===== src/rtl/idle_hs_pkg.sv =====
package idle_hs_pkg;

  // Idle policy encoding held in the configuration word
  typedef enum logic [1:0] {
    IDLE_FORCE = 2'd0,
    IDLE_NEVER = 2'd1,
    IDLE_SMART = 2'd2,
    IDLE_RSVD  = 2'd3
  } idle_pol_e;

  // Field positions seen by software
  localparam int AUTO_BIT   = 0;
  localparam int SRST_BIT   = 1;
  localparam int WAKE_BIT   = 2;
  localparam int MODE_LSB   = 3;
  localparam int MODE_W     = 2;
  localparam int CFG_USED_W = MODE_LSB + MODE_W;

  typedef struct packed {
    idle_pol_e mode;
    logic      wake_en;
    logic      auto_idle;
  } cfg_t;

endpackage


===== src/rtl/idle_hs_cfg_reg.sv =====
module idle_hs_cfg_reg
  import idle_hs_pkg::*;
#(
  parameter int DATA_W = 32
) (
  input  logic              clk,
  input  logic              rst_n,
  input  logic              wr_en,
  input  logic              rd_en,
  input  logic [DATA_W-1:0] wdata,
  output logic [DATA_W-1:0] rdata,
  output cfg_t              cfg,
  output logic              srst_pulse
);

  // Upper write bits carry no state
  logic unused_wbits;
  assign unused_wbits = ^wdata[DATA_W-1:CFG_USED_W];

  // The pulse cycle has priority: it clears the fields and swallows any write
  always_ff @(posedge clk or negedge rst_n) begin
    if (!rst_n) begin
      cfg        <= '0;
      srst_pulse <= 1'b0;
    end else if (srst_pulse) begin
      cfg        <= '0;
      srst_pulse <= 1'b0;
    end else if (wr_en) begin
      cfg.auto_idle <= wdata[AUTO_BIT];
      cfg.wake_en   <= wdata[WAKE_BIT];
      cfg.mode      <= idle_pol_e'(wdata[MODE_LSB +: MODE_W]);
      srst_pulse    <= wdata[SRST_BIT];
    end
  end

  // Reset bit and reserved bits always read back as zero
  always_comb begin
    rdata = '0;
    if (rd_en) begin
      rdata[AUTO_BIT]             = cfg.auto_idle;
      rdata[WAKE_BIT]             = cfg.wake_en;
      rdata[MODE_LSB +: MODE_W]   = cfg.mode;
    end
  end

endmodule


===== src/rtl/idle_hs_ack.sv =====
module idle_hs_ack
  import idle_hs_pkg::*;
(
  input  logic      clk,
  input  logic      rst_n,
  input  logic      idle_req,
  input  logic      busy,
  input  logic      evt,
  input  idle_pol_e mode,
  input  logic      wake_en,
  output logic      ack,
  output logic      wake
);

  logic ack_nxt;
  logic wake_nxt;

  // Policy decode; the reserved code behaves like never
  always_comb begin
    ack_nxt = 1'b0;
    if (idle_req) begin
      unique case (mode)
        IDLE_FORCE: ack_nxt = 1'b1;
        IDLE_SMART: ack_nxt = !busy;
        IDLE_NEVER,
        IDLE_RSVD:  ack_nxt = 1'b0;
        default:    ack_nxt = 1'b0;
      endcase
    end
  end

  // Wakeup is armed only while acknowledged; it holds until the request drops
  assign wake_nxt = idle_req && wake_en && (wake || (ack && evt));

  always_ff @(posedge clk or negedge rst_n) begin
    if (!rst_n) begin
      ack  <= 1'b0;
      wake <= 1'b0;
    end else begin
      ack  <= ack_nxt;
      wake <= wake_nxt;
    end
  end

endmodule


===== src/rtl/idle_hs_clk_ctl.sv =====
module idle_hs_clk_ctl (
  input  logic auto_idle,
  input  logic bus_wr,
  input  logic bus_rd,
  output logic clk_en
);

  // Free-running unless autogating is selected; then on only for an access
  assign clk_en = !auto_idle || bus_wr || bus_rd;

endmodule


===== src/rtl/idle_hs_ctrl.sv =====
module idle_hs_ctrl
  import idle_hs_pkg::*;
#(
  parameter int DATA_W = 32
) (
  input  logic              clk,
  input  logic              rst_n,
  input  logic              reg_wr_en,
  input  logic              reg_rd_en,
  input  logic [DATA_W-1:0] reg_wdata,
  output logic [DATA_W-1:0] reg_rdata,
  input  logic              idle_req_i,
  input  logic              busy_i,
  input  logic              periph_evt_i,
  output logic              idle_ack_o,
  output logic              wake_req_o,
  output logic              periph_rst_o,
  output logic              iclk_en_o
);

  cfg_t cfg_q;

  idle_hs_cfg_reg #(.DATA_W(DATA_W)) u_cfg (
    .clk        (clk),
    .rst_n      (rst_n),
    .wr_en      (reg_wr_en),
    .rd_en      (reg_rd_en),
    .wdata      (reg_wdata),
    .rdata      (reg_rdata),
    .cfg        (cfg_q),
    .srst_pulse (periph_rst_o)
  );

  idle_hs_ack u_ack (
    .clk      (clk),
    .rst_n    (rst_n),
    .idle_req (idle_req_i),
    .busy     (busy_i),
    .evt      (periph_evt_i),
    .mode     (cfg_q.mode),
    .wake_en  (cfg_q.wake_en),
    .ack      (idle_ack_o),
    .wake     (wake_req_o)
  );

  idle_hs_clk_ctl u_clk (
    .auto_idle (cfg_q.auto_idle),
    .bus_wr    (reg_wr_en),
    .bus_rd    (reg_rd_en),
    .clk_en    (iclk_en_o)
  );

endmodule


===== config.mk =====
export PLATFORM = sky130hd
export DESIGN_NAME = idle_hs_ctrl
export DESIGN_NICKNAME = d
export VERILOG_FILES = /design/src/rtl/idle_hs_pkg.sv /design/src/rtl/idle_hs_cfg_reg.sv /design/src/rtl/idle_hs_ack.sv /design/src/rtl/idle_hs_clk_ctl.sv /design/src/rtl/idle_hs_ctrl.sv
export SDC_FILE = /design/constraint.sdc
export NUM_CORES = 1
export LEC_CHECK = 0
export BUFFER_PORTS_ARGS = -buffer_cell sky130_fd_sc_hd__buf_2
export CAP_MARGIN = 10
export CORE_ASPECT_RATIO = 0.8
export CORE_MARGIN = 5
export CORE_UTILIZATION = 31
export DETAILED_ROUTE_END_ITERATION = 10
export PLACE_DENSITY = 0.83
export SLEW_MARGIN = 20
export SYNTH_ARGS = -nofsm -noshare
export SYNTH_HDL_FRONTEND = slang
export SYNTH_SLANG_ARGS = --single-unit

===== constraint.sdc =====
create_clock -name clk -period 1.1 [get_ports clk]
set_input_delay 0.055 -clock clk [delete_from_list [all_inputs] [get_ports clk]]
set_output_delay 0.055 -clock clk [all_outputs]
set_load 0.01 [all_outputs]

After elaboration in Yosys (flattened, before gate mapping)
Index checks and enable logic that the tools add are counted.
{ "word_totals": {"reg_bits": 7, "out_inout_bits": 36, "word_cells": 28, "inputBits": 39} }
{ "op_classes": {"mux": 8, "n_eq_ne": 3, "reduce_logical": 11} }
{ "op_table": {"columns": ["operator", "count"], "rows": [
  ["$mux 4", 2],
  ["$eq 2x2->1 const B", 2],
  ["$mux 1", 4],
  ["$logic_and 1x1->1", 3],
  ["$logic_or 1x1->1", 3],
  ["$mux 3", 1],
  ["$pmux 1 s3", 1],
  ["$eq 2x1->1 const B", 1],
  ["$logic_not 1->1", 2],
  ["$logic_not 2->1", 1],
  ["$reduce_bool 2->1", 1],
  ["$reduce_or 2->1", 1]
]} }

Depth between registers and ports, before layout
Gate-level depths: netlist (run 1).
{ "logic_depth": {"depth_word": 4, "depth_mapped": 3, "depth_no_buf": 2} }

Hierarchy
From an unflattened synthesis (run 1), not the netlist that was laid out.
{ "unflattened": {"cells_unflattened": 57, "area_unflattened_um2": 525.5} }
{ "modules_own_cells": {"columns": ["mod", "seq_area_each_um2", "instances", "cells_per_inst", "area_per_inst_um2"], "rows": [
  ["idle_hs_cfg_reg", 125.1, 1, 49, 437.9],
  ["idle_hs_ack", 50.0, 1, 7, 78.8],
  ["idle_hs_clk_ctl", 0.0, 1, 1, 8.8]
]} }

Least setup slack after synthesis (run 1)
No wires, ideal clock.
{ "synth_path": {"kind": "register to output", "from": "reg u_cfg.cfg[0] (netlist name)", "to": "out iclk_en_o", "slack_ns": 0.333, "path_buffers": 0, "t_required_ns": 1.045, "arrival_ns": 0.712, "path_stages_with_launch": 2, "cell_sequence": "dfrtp_1 > or3b_1"} }
{ "synth_between": {"elab_chain_len": 3} }
{ "synth_lines": {"columns": ["element", "line_no", "text"], "rows": [
  ["$logic_not 1->1", "idle_hs_clk_ctl.sv:9", "assign clk_en = !auto_idle || bus_wr || bus_rd;"],
  ["$logic_or 1x1->1 (2 in series)", "idle_hs_clk_ctl.sv:9", null],
  ["end: declaration", "idle_hs_ctrl.sv:18", "output logic iclk_en_o"]
]} }
Every way passes these cells.

Worst setup path in the final report (run 1)
{ "layout_path": {"from": "reg u_cfg.cfg[0] (netlist name)", "to": "out iclk_en_o"} }
{ "layout_between": {"elab_chain_len": 3} }
{ "layout_lines": {"columns": ["element", "line_no"], "rows": [
  ["$logic_not 1->1", "idle_hs_clk_ctl.sv:9"],
  ["$logic_or 1x1->1 (2 in series)", "idle_hs_clk_ctl.sv:9"]
]} }
Every way passes these cells.

==> results of run 1 <==
-- cell usage in the layout (no fill, tap or decap) --
| master | n |
|---|---|
| clkbuf_4 | 3 |
| nor2_1 | 5 |
| buf_4 | 1 |
| clkbuf_1 | 1 |
| inv_1 | 1 |
| conb_1 | 28 |
| a211oi_1 | 1 |
| or3b_1 | 1 |
| and3b_2 | 1 |
| and2_1 | 4 |
| buf_2 | 19 |
| a21oi_1 | 1 |
| dfrtp_1 | 7 |
| nand2_1 | 1 |
| dlygate4sd3_1 | 2 |
| mux2i_1 | 4 |
-- cell type report --
type | instances | area [um^2] | area share [%]
inverter | 1 | 3.75 | 0.648
timing repair buffer | 22 | 123 | 21.2
sequential | 7 | 175 | 30.2
tap | 22 | 27.5 | 4.75
clock buffer | 4 | 26.3 | 4.54
multi-input combinational | 46 | 224 | 38.7
-- how the worst max path moves through the flow --
stage / to / depth (start not counted) / start
6_report: iclk_en_o / 2 / u_cfg.cfg[0]
5_1_grt: iclk_en_o / 2 / u_cfg.cfg[0]
4_1_cts: iclk_en_o / 2 / u_cfg.cfg[0]
2_1_floorplan: iclk_en_o / 1 / u_cfg.cfg[0]
3_3_place_gp: iclk_en_o / 2 / u_cfg.cfg[0]
3_5_place_dp: iclk_en_o / 2 / u_cfg.cfg[0]
-- registers in the layout (all words and copies together), names as in the netlist --
signal and cells:
u_ack.ack 1, u_ack.wake 1, u_cfg.srst_pulse 1, u_cfg.cfg 4
-- cells by family after synthesis --
family,after synthesis,synth area share [%]
muxes,4,7.66
other,1,0.717
and+or+nand+nor,12,12.7
DFF,7,33.5
buffers and inverters,30,43.1
AOI/OAI and AO/OA,2,2.39
-- where the power goes --
| group | internal (uW) | switching (uW) |
|---|---|---|
| logic | 57.3 | 90.9 |
| registers | 280 | 14.6 |
| clock network | 138 | 85.9 |
| total | 475 | 191 |
-- metrics by stage --
stage / std cells / util [%] / worst slack [ps] / hold WS, ps / power (uW)
floorplan: 83 / - / 333 / -241 / 461
global placement: 95 / 32.6 / 233 / -112 / 432
detailed placement: 95 / 32.6 / 236 / -110 / 435
CTS: 102 / 36.0 / -12.8 / 34.6 / 674
global route: 102 / 36.0 / -40.1 / 39.0 / 712
finish: 102 / 36.0 / -6.41 / 40.9 / 666
-- per-layer routing --
layer  vias to the layer above  global-route usage [%]  wire [um]
met4                         0                    5.69         15
met5                         -                       0          0
met2                        24                    10.4        469
li1                        167                       -          -
met1                       151                    5.51        281
met3                         2                    5.77        169
-- critical path, delay by kind of cell, from the launching register on --
kind	cells	cell delay, ps
DFF	1	330
and+or+nand+nor	1	330
buffers and inverters	1	140
-- what timing repair did --
action                     in CTS  in global routing
hold buffers                    2                  0
cloned                          0                  0
hold endpoints to repair        8                  0
pin swaps                       0                  0
setup endpoints to repair       1                  2
setup buffers                   1                  0
==> metrics.md, run 1 <==
| Metric | Value |
|---|---|
| Status | `finished with violations` |
| Failing checks | `negative setup slack` |
| Vias per cell | `3.37` |
| Period minus WS final | `1110 ps` |
| Core Footprint | `0.00161 mm^2` |
| Buffer levels on the longest clock path | `2` |
| Filler Cells Inserted | `172` |
| Die area | `0.00261 mm^2` |
| Worst reg2reg startpoint | `u_cfg.cfg[0]` |
| Vias in the first global route | `309` |
| Cell Area, Placed | `526 um^2` |
| Hold Fails Final Rpt | `0` |
| Slowest stage cell, crit path | `dfrtp_1` |
| Die Wd | `55.9 um` |
| Vias | `344` |
| Area contributors post-synth | `buf_4, dfrtp_1, mux2i_1, and2_1, nor2_1` |
| Crit start category | `register` |
| PortBufs | `19` |
| Max Fanout on Critical Path | `2` |
| Vert. Die Dim | `46.7 um` |
| Leakage | `0.000351 uW` |
| H-tree levels | `1` |
| Drt first pass iters | `2` |
| Worst Hold Path EP | `u_ack.ack` |
| Initial core utilization | `32.5%` |
| Hold depth | `3` |
| Global-route wire length before repair | `1200 um` |
| Final period util | `101%` |
| CTS tree | `done` |
| Pwr dens | `1150 mW/mm^2` |
| Depth of the most critical reg-to-reg path | `3` |
| Clk slew on worst S/H paths | `50 ps` |
| FF-to-FF setup slack | `320 ps` |
| EDFF count, synth | `0` |
| Worst-Skew Late Latency | `240 ps` |
| GRT Residual Overflow | `0` |
| Root buf cell | `clkbuf_4` |
| Post-Synthesis Cells | `56` |
| Register area share after synthesis | `33.5%` |
| WL/cell | `9.18 um` |
| Final setup margin | `-6.41 ps` |
| Max Cap Viol | `0` |
| Hold WC Path Type | `in2reg` |
| Count leader, synth | `buf_4` |
| Row count | `13` |
| Top Ports | `75` |
| Synth Area per Inst | `9.34 um^2` |
| Final Slew Violations | `0` |
| Synthesis Warnings | `0` |
| Antenna viol nets, final | `0` |
| CTS buffer count | `3` |
| RSZ-0062 raised after global routing | `true` |
| Yosys top cell by area | `buf_4` |
| GP Congestion | `0.694` |
| Worst path cell trace | `or3b_1 -> buf_2` |
| Hpwl dp | `814 um` |
| Main flop type after synthesis | `dfrtp_1` |
| Setup violations, final | `1` |
| Cell Area, Synth | `523 um^2` |
| Hold path startpoint | `idle_req_i` |
| Crit Path Category | `reg2out` |
| Fmax achieved | `0.904 GHz` |
| Post-synth top area share | `40.2%` |
| Setup TNS Final | `-6.41 ps` |
| Worst setup EP type | `primary output` |
| FF-to-FF End | `u_cfg.cfg[0]` |
| Post-route DRC | `0` |
| Leading post-synthesis cells by instance count | `buf_4, dfrtp_1, nor2_1` |
| Post-route cell area | `579 um^2` |
| CTS Sinks | `7` |
| Asr flop ratio synth | `100%` |
| Layout cells sized above 1 | `30.0%` |
| P&R area growth vs syn | `10.8%` |
| DRT iter0 DRCs | `1` |
| Final wirelength | `936 um` |
| Gr usage total | `6.65%` |
| PostCTS Resize Cnt | `0` |
| Worst Path Required | `1040 ps` |
| Antenna violations before repair | `0` |
| Cell variety after synth | `13` |
| Largest net degree at the start of global routing | `8` |
| Layout net count | `120` |
| N_diodes | `0` |
| Crit path DAT | `1050 ps` |
| Register bit total from synthesis | `7` |
| Clock Skews | `2.13 ps` |
| Worst IR Drop VDD | `0.361 mV` |
| Max incr delay on CP | `330 ps` |
Power figures use the tool's default switching activity.
==> inputs of run 2 (changes only) <==
--- a/config.mk
+++ b/config.mk
@@ -12,6 +12,7 @@
 export CORE_UTILIZATION = 31
 export DETAILED_ROUTE_END_ITERATION = 10
 export PLACE_DENSITY = 0.83
+export REMOVE_ABC_BUFFERS = 1
 export SLEW_MARGIN = 20
 export SYNTH_ARGS = -nofsm -noshare
 export SYNTH_HDL_FRONTEND = slang
==> constraint.sdc (replaced) <==
create_clock -name clk -period 1.1 [get_ports clk]
set_input_delay 0.055 -clock clk [delete_from_list [all_inputs] [get_ports clk]]
set_output_delay 0.055 -clock clk [all_outputs]
set_load 0.005 [all_outputs]
==> run 2 against run 1 <==
  * The run still ends with negative setup slack left
  * Clock power up 4%
  * Design area up 0.22%
  * Worst hold slack worse by 2.8 ps
  * Clock-buffer cell count down 1
  * Combinational power down 18%
  * Cell count unchanged
  * Core utilization up 0.078 points
  * Register-to-register slack worse by 40 ps
  * Sequential power about the same
  * Critical endpoint unchanged
==> metrics.md, run 2 (synthesis results as in run 1) <==
| Metric | Value |
|---|---|
| Hold depth | `3 (unchanged)` |
| Largest net degree at the start of global routing | `8 (unchanged)` |
| GRT Residual Overflow | `0 (unchanged)` |
| Buffer levels on the longest clock path | `2 (unchanged)` |
| Failing checks | `negative setup slack` |
| PortBufs | `19 (unchanged)` |
| H-tree levels | `1 (unchanged)` |
| Post-route cell area | `581 um^2 (+0.22%)` |
| GP Congestion | `0.724 (+4.5%)` |
| Hpwl dp | `872 um (+7.1%)` |
| Root buf cell | `clkbuf_4` |
| FF-to-FF setup slack | `280 ps (-40 ps)` |
| Leakage | `0.000354 uW (+0.78%)` |
| Drt first pass iters | `3 (+1)` |
| Final Slew Violations | `0 (unchanged)` |
| CTS tree | `done` |
| Number of flip-flops in the largest register | `4 (unchanged)` |
| Clk slew on worst S/H paths | `60 ps (about the same)` |
| Fmax achieved | `0.892 GHz (-1.3%)` |
| Max Fanout on Critical Path | `2 (unchanged)` |
| Row count | `13 (unchanged)` |
| Crit start category | `register` |
| FF-to-FF End | `u_cfg.cfg[0]` |
| Depth of the most critical reg-to-reg path | `3 (unchanged)` |
| Antenna viol nets, final | `0 (unchanged)` |
| Period minus WS final | `1120 ps (+15.1 ps)` |
| Die Wd | `55.9 um (unchanged)` |
| Core Footprint | `0.00161 mm^2 (unchanged)` |
| Initial core utilization | `32.5% (unchanged)` |
| Final setup margin | `-21.5 ps (-15.1 ps)` |
| Hold Fails Final Rpt | `0 (unchanged)` |
| Clock Skews | `6.42 ps (+4.29 ps)` |
| Worst setup EP type | `primary output` |
| CTS Sinks | `7 (unchanged)` |
| Vias per cell | `3.42 (+1.5%)` |
| Top Ports | `75 (unchanged)` |
| CTS buffer count | `3 (unchanged)` |
| Crit path DAT | `1070 ps (+20 ps)` |
| DRT iter0 DRCs | `2 (+1)` |
| Layout cells sized above 1 | `31.3% (+1.3 points)` |
| Pwr dens | `1120 mW/mm^2 (-2.9%)` |
| Commonest cells after routing, fill and taps aside | `conb_1, buf_2, dfrtp_1` |
| Post-route DRC | `0 (unchanged)` |
| Final period util | `102% (+1.4 points)` |
| Die area | `0.00261 mm^2 (unchanged)` |
| Setup violations, final | `1 (unchanged)` |
| Register with the most flip-flops | `u_cfg.cfg` |
| Worst-Skew Late Latency | `260 ps (+20 ps)` |
| Worst Path Required | `1040 ps (about the same)` |
| WL/cell | `9.68 um (+5.4%)` |
| Antenna violations before repair | `0 (unchanged)` |
| Hold WC Path Type | `in2reg` |
| Global-route wire length before repair | `1450 um (+21%)` |
| Worst IR Drop VDD | `0.494 mV (+37%)` |
| Gr usage total | `8.04% (+1.4 points)` |
| Max Cap Viol | `0 (unchanged)` |
| Vias in the first global route | `353 (+14%)` |
| Setup TNS Final | `-21.5 ps (-15.1 ps)` |
| Status | `finished with violations` |
| RSZ-0062 raised after global routing | `true` |
| Cell Area, Placed | `526 um^2 (unchanged)` |
| Crit Path Category | `reg2out` |
| Worst reg2reg startpoint | `u_cfg.cfg[0]` |
| Worst Hold Path EP | `u_ack.wake` |
| Hold path startpoint | `idle_req_i` |
| Final wirelength | `987 um (+5.4%)` |
| Vias | `349 (+1.5%)` |
| N_diodes | `0 (unchanged)` |
| P&R area growth vs syn | `11.0%` |
| Vert. Die Dim | `46.7 um (unchanged)` |
| Most common cell after layout, fill and taps aside | `conb_1` |
| Layout net count | `120 (unchanged)` |
| PostCTS Resize Cnt | `0 (unchanged)` |
==> run 2: per-layer routing <==
layer / up-vias / GRT usage (%) / wire length, um
met3: 2 / 5.77 / 134
li1: 168 / - / -
met4: 0 / 4.27 / 16
met5: - / 0 / 0
met2: 23 / 15.1 / 522
met1: 156 / 6.51 / 314
==> run 2: power breakdown <==
| group | switching, uW | leakage, uW | internal [uW] |
|---|---|---|---|
| Clock | 99.2 | 0.0000177 | 133 |
| Sequential | 14.4 | 0.0000897 | 280 |
| Combinational | 65.2 | 0.000247 | 57.0 |
==> run 2: layout make-up <==
| class | instances | area (um^2) |
|---|---|---|
| tap | 22 | 27.5 |
| sequential | 7 | 175 |
| multi-input combinational | 46 | 224 |
| fill | 175 | 1030 |
| timing repair buffer | 22 | 123 |
| clock buffer | 3 | 22.5 |
| clock inverter | 1 | 5.00 |
| inverter | 1 | 3.75 |
==> run 2: worst max-delay path by stage <==
| stage | start | to | slack, ps | cells after the start |
|---|---|---|---|---|
| global route | u_cfg.cfg[0] | iclk_en_o | -60 | 2 |
| global placement | u_cfg.cfg[0] | iclk_en_o | 250 | 2 |
| detailed placement | u_cfg.cfg[0] | iclk_en_o | 220 | 2 |
| CTS | u_cfg.cfg[0] | iclk_en_o | -30 | 2 |
| floorplan | u_cfg.cfg[0] | iclk_en_o | 370 | 1 |
| finish | u_cfg.cfg[0] | iclk_en_o | -20 | 2 |
==> run 2: timing repair <==
action,CTS,global route
setup endpoints to repair,1,2
hold buffers,2,0
hold endpoints to repair,8,0
buffers inserted,1,0
==> run 2: worst max-delay path: stages, from the launching register on <==
cell and delay, ps:
dfrtp_1 340, or3b_1 340, buf_2 130
==> run 2: per-stage QoR <==
step | worst slack [ps] | instances | power, uW | hold WS, ps | util [%]
floorplan | 369 | 54 | 353 | -241 | -
global placement | 253 | 95 | 404 | -110 | 32.6
detailed placement | 223 | 95 | 409 | -106 | 32.6
CTS | -25.4 | 102 | 656 | 32.5 | 36.1
global route | -62.1 | 102 | 705 | 27.7 | 36.1
finish | -21.5 | 102 | 648 | 38.2 | 36.1
